--- src/rtl/victim_pkg.sv ---
package victim_pkg;
  typedef enum logic {
    SRC_COUNT = 1'b0,
    SRC_LFSR  = 1'b1
  } src_e;

  localparam int unsigned LFSR_W_DEF = 16;
  // feedback taps 16,14,13,11 as bit mask on state[15:0]
  localparam logic [15:0] LFSR_TAPS_DEF = 16'hB400;
  localparam logic [15:0] LFSR_SEED_DEF = 16'hACE1;
endpackage

--- src/rtl/step_counter.sv ---
module step_counter #(
  parameter int unsigned W = 3
) (
  input  logic         clk_i,
  input  logic         rst_ni,
  output logic [W-1:0] cnt_o
);
  always_ff @(posedge clk_i or negedge rst_ni) begin
    if (!rst_ni) cnt_o <= '0;
    else         cnt_o <= cnt_o + W'(1);
  end
endmodule

--- src/rtl/fib_lfsr.sv ---
module fib_lfsr #(
  parameter int unsigned W    = 16,
  parameter logic [W-1:0] TAPS = 16'hB400,
  parameter logic [W-1:0] SEED = 16'hACE1
) (
  input  logic         clk_i,
  input  logic         rst_ni,
  output logic [W-1:0] state_o
);
  logic fb;
  assign fb = ^(state_o & TAPS);

  always_ff @(posedge clk_i or negedge rst_ni) begin
    if (!rst_ni) state_o <= SEED;
    else         state_o <= {state_o[W-2:0], fb};
  end
endmodule

--- src/rtl/empty_way_scan.sv ---
module empty_way_scan #(
  parameter int unsigned WAYS  = 8,
  parameter int unsigned IDX_W = 3
) (
  input  logic [WAYS-1:0]  valid_i,
  output logic             any_o,
  output logic [IDX_W-1:0] idx_o
);
  // scan from the top so the lowest empty way wins
  always_comb begin
    idx_o = '0;
    for (int i = WAYS - 1; i >= 0; i--) begin
      if (!valid_i[i]) idx_o = IDX_W'(i);
    end
  end

  assign any_o = ~&valid_i;
endmodule

--- src/rtl/way_victim_pick.sv ---
module way_victim_pick
  import victim_pkg::*;
#(
  parameter int unsigned WAYS   = 8,
  parameter int unsigned LFSR_W = LFSR_W_DEF,
  parameter logic [LFSR_W-1:0] LFSR_TAPS = LFSR_TAPS_DEF,
  parameter logic [LFSR_W-1:0] LFSR_SEED = LFSR_SEED_DEF,
  localparam int unsigned IDX_W = $clog2(WAYS)
) (
  input  logic             clk_i,
  input  logic             rst_ni,
  input  logic             mode_i,
  input  logic             miss_i,
  input  logic [WAYS-1:0]  valid_i,
  output logic [IDX_W-1:0] victim_o,
  output logic             victim_vld_o
);
  logic [IDX_W-1:0]  cnt_q;
  logic [LFSR_W-1:0] lfsr_q;
  logic              empty_any;
  logic [IDX_W-1:0]  empty_idx;
  logic [IDX_W-1:0]  rand_idx;
  logic [IDX_W-1:0]  pick;
  src_e              src;

  step_counter #(.W(IDX_W)) u_cnt (
    .clk_i  (clk_i),
    .rst_ni (rst_ni),
    .cnt_o  (cnt_q)
  );

  fib_lfsr #(.W(LFSR_W), .TAPS(LFSR_TAPS), .SEED(LFSR_SEED)) u_lfsr (
    .clk_i   (clk_i),
    .rst_ni  (rst_ni),
    .state_o (lfsr_q)
  );

  empty_way_scan #(.WAYS(WAYS), .IDX_W(IDX_W)) u_scan (
    .valid_i (valid_i),
    .any_o   (empty_any),
    .idx_o   (empty_idx)
  );

  assign src      = src_e'(mode_i);
  assign rand_idx = (src == SRC_LFSR) ? lfsr_q[IDX_W-1:0] : cnt_q;
  assign pick     = empty_any ? empty_idx : rand_idx;

  always_ff @(posedge clk_i or negedge rst_ni) begin
    if (!rst_ni) begin
      victim_o     <= '0;
      victim_vld_o <= 1'b0;
    end else begin
      victim_vld_o <= miss_i;
      if (miss_i) victim_o <= pick;
    end
  end
endmodule

--- config.mk ---
export PLATFORM = sky130hd
export DESIGN_NAME = way_victim_pick
export DESIGN_NICKNAME = d
export VERILOG_FILES = /design/src/rtl/victim_pkg.sv /design/src/rtl/step_counter.sv /design/src/rtl/fib_lfsr.sv /design/src/rtl/empty_way_scan.sv /design/src/rtl/way_victim_pick.sv
export SDC_FILE = /design/constraint.sdc
export NUM_CORES = 1
export LEC_CHECK = 0
export BUFFER_PORTS_ARGS = -buffer_cell sky130_fd_sc_hd__clkbuf_2
export CORE_MARGIN = 2
export CORE_UTILIZATION = 48
export DETAILED_ROUTE_END_ITERATION = 8
export PLACE_DENSITY = 0.7
export SKIP_CTS_REPAIR_TIMING = 1
export SLEW_MARGIN = 10
export SYNTH_ARGS = -nofsm -noshare
export SYNTH_HDL_FRONTEND = slang
export SYNTH_SLANG_ARGS = --single-unit
--- constraint.sdc ---
create_clock -name clk_i -period 1.2 [get_ports clk_i]
set_clock_uncertainty 0.1 [all_clocks]
set_input_delay 0.12 -clock clk_i [delete_from_list [all_inputs] [get_ports clk_i]]
set_output_delay 0.12 -clock clk_i [all_outputs]
set_load 0.01 [all_outputs]
==> summary.md <==
| Metric | Value |
|---|---|
| DRT iter0 DRCs | 5 |
| M1 GR Usage | 0.171 |
| Period utilisation layout | 0.957 |
| Die width | 45.4 um |
| Vias in the first global route | 477 |
| Final Hold Violating Endpoints | 0 |
| Slew margin rel. | 0.647 |
| CTS tree | done |
| Io pins | 16 |
| Multi-input combinational cell area | 220 um2 |
| Cells after DPL | 85 |
| Final Util | 0.624 |
| GRT Util Overall | 0.151 |
| CTS H-tree depth | 1 |
| Critical path depth | 6 |
| Starting Density | 0.526 |
| CP Cell Sequence | dlygate4sd3_1, clkbuf_2, nand4_4, nor2b_4, nand2_2, o221ai_2 |
| Slowest library cell on the worst path | dlygate4sd3_1 |
| Filler cells | 130 |
| RePlAce Congestion | 0.721 |
| GR Util met3 | 0.0840 |
| Setup Viol. Count Final | 0 |
| Crit-path leading delay family | buffers and inverters |
| Reg clk slew, reported paths | 0.11 ns |
| Most frequent cells in the layout | 15 x clkbuf_2, 15 x dfrtp_1, 8 x dfstp_2, 4 x inv_1, 4 x nand2_1 |
| Initial antenna violation count | 0 |
| Wire length per cell | 14.6 um |
| DRT Wirelength | 1.35 mm |
| 1st-pass router iterations | 4 |
| CTS sink count | 23 |
| FF+latch area | 586 um2 |
| Critical Path RT | 1.32 ns |
| Fmax | 0.871 GHz |
| Setup TNS | 0 ns |
| Grt peak-use layer | met2 |
| Hold Path Class | primary input to flop |
| Yosys cell types | 20 |
| Max-slew violation count | 0 |
| Drc violations | 0 |
| Number of buffers created by CTS | 3 |
| Area growth, synth to finish | 18.4% |
| Reg2reg path depth | 2 |
| Post-Syn Area | 821 um2 |
| Worst-Margin Slew | 0.529 ns |
| FP Rows | 14 |
| Synth warnings | 0 |
| Hpwl dp | 958 um |
| Worst Hold Depth | 3 |
| Mapped Cells | 54 |
| Die height | 45.4 um |
| PD cells | 1260 nW/um2 |
| Clk_lat worst skew | 0.30 ns |
| N_diodes | 0 |
| Die area | 2060 um2 |
| RSZ-0062 raised after global routing | false |
| Root Driver | clkbuf_4 |
| Synth Register Bits | 23 |
| Syn_area_per_cell | 15.2 um2 |
| Vias/cell | 5.23 |
| Critical path capture point type | flop |
| CP max stage delay | 0.53 ns |
| Sequential share of the synthesized area | 0.713 |
| Routed Antenna Nets | 0 |
| Largest net degree at the start of global routing | 24 |
| Tmin final | 1.15 ns |
| Worst-path fanout max | 3 |
| First-pass GRT wire length | 2.09 mm |
| CP Launch Type | primary input |
| Layout cells sized above 1 | 0.421 |
| Nets | 90 |
| GRT overflow | 0 |
| Port Buffers | 15 |
| Tot Pwr | 1220 uW |
| Max Cap Violations | 0 |
| Pleak | 0.000477 uW |
| Syn Nets | 67 |
| Met2 Usage GRT | 0.249 |
| Core area | 1560 um2 |
| DR vias | 481 |
| CP Class | primary input to flop |
| Buffers plus inverters on the worst setup path | 2 |
| Status | finished clean |
| Clk buf depth | 2 |
| Post-route insts no fill | 92 |
| Max VDD drop | 0.916 mV |
| Worst Path Arrival | 1.27 ns |
[synth_stat cells (all sizes together)]
cell type,number,area [um2]
ha,1,12.5
and4,1,8.76
a31oi,2,12.5
inv,4,15.0
o21ai,4,20.0
a21oi,2,10.0
nor2b,1,13.8
mux2,1,11.3
dfrtp,15,375
nand4,1,21.3
dfstp,8,210
o2111ai,1,8.76
o221ai,1,15.0
and2b,1,10.0
nand2,5,21.3
xor2,2,17.5
mux2i,2,20.0
xnor2,2,17.5
[per-stage QoR]
step / worst slack [ns] / hold WS [ns] / instance area [um2]
final: 0.0517 / 0.0366 / 972
after global routing: 0.0164 / 0.0237 / 972
after CTS: 0.118 / -0.316 / 942
after detailed placement: 0.153 / 0.0169 / 916
after global placement: 0.157 / 0.0167 / 916
after floorplan: 0.184 / -0.276 / 821
[per-layer routing]
metal	share of wire	up-vias
met3	0.033	2
met2	0.49	8
met1	0.47	244
li1	-	227
met5	0	-
met4	0.0089	0
[tightest hold or removal path, cell delays in order]
cell and delay, ns:
clkbuf_2 0.10, a31oi_1 0.07, o21ai_1 0.12
[sequential cells by signal, indices dropped and copies added, names as in the netlist]
signal / count
u_cnt.cnt_o: 3
victim_o: 3
victim_vld_o: 1
u_lfsr.state_o: 16
[worst paths after layout]
check	startpoint	to	slack, ns
max	valid_i[0]	victim_o[1]	0.05
min	valid_i[4]	victim_o[0]	0.04
max reg2reg	u_lfsr.state_o[10]	u_lfsr.state_o[0]	0.11
min reg2reg	u_lfsr.state_o[6]	u_lfsr.state_o[7]	0.26
max in group asynchronous	rst_ni	u_lfsr.state_o[0]	0.42
min in group asynchronous	rst_ni	victim_o[0]	0.22
[kinds of logic (layout without fill, tap and decap cells)]
logic type | Yosys count | in the layout | synth area share
multiplexers | 3 | 3 | 0.0381
flip-flops | 23 | 23 | 0.713
buffers and inverters | 4 | 26 | 0.0183
AO/OA/AOI/OAI | 10 | 10 | 0.0808
XOR/XNOR | 4 | 4 | 0.0427
adder cells (fa/ha/maj) | 1 | 1 | 0.0152
AND/OR/NAND/NOR | 9 | 9 | 0.0915
[final cells by class]
cell class | count | share of cell area
tap | 16 | 0.0206
timing repair buffer | 18 | 0.108
inverter | 4 | 0.0154
sequential | 23 | 0.602
clock buffer | 4 | 0.0270
multi-input combinational | 27 | 0.227
[power breakdown]
part           internal (uW)  switching, uW  total [uW]
clock network            129            205         334
registers                785           4.13         789
logic                   42.3           56.0        98.3
total                    957            265        1220
(Power assumes the default switching activity.)
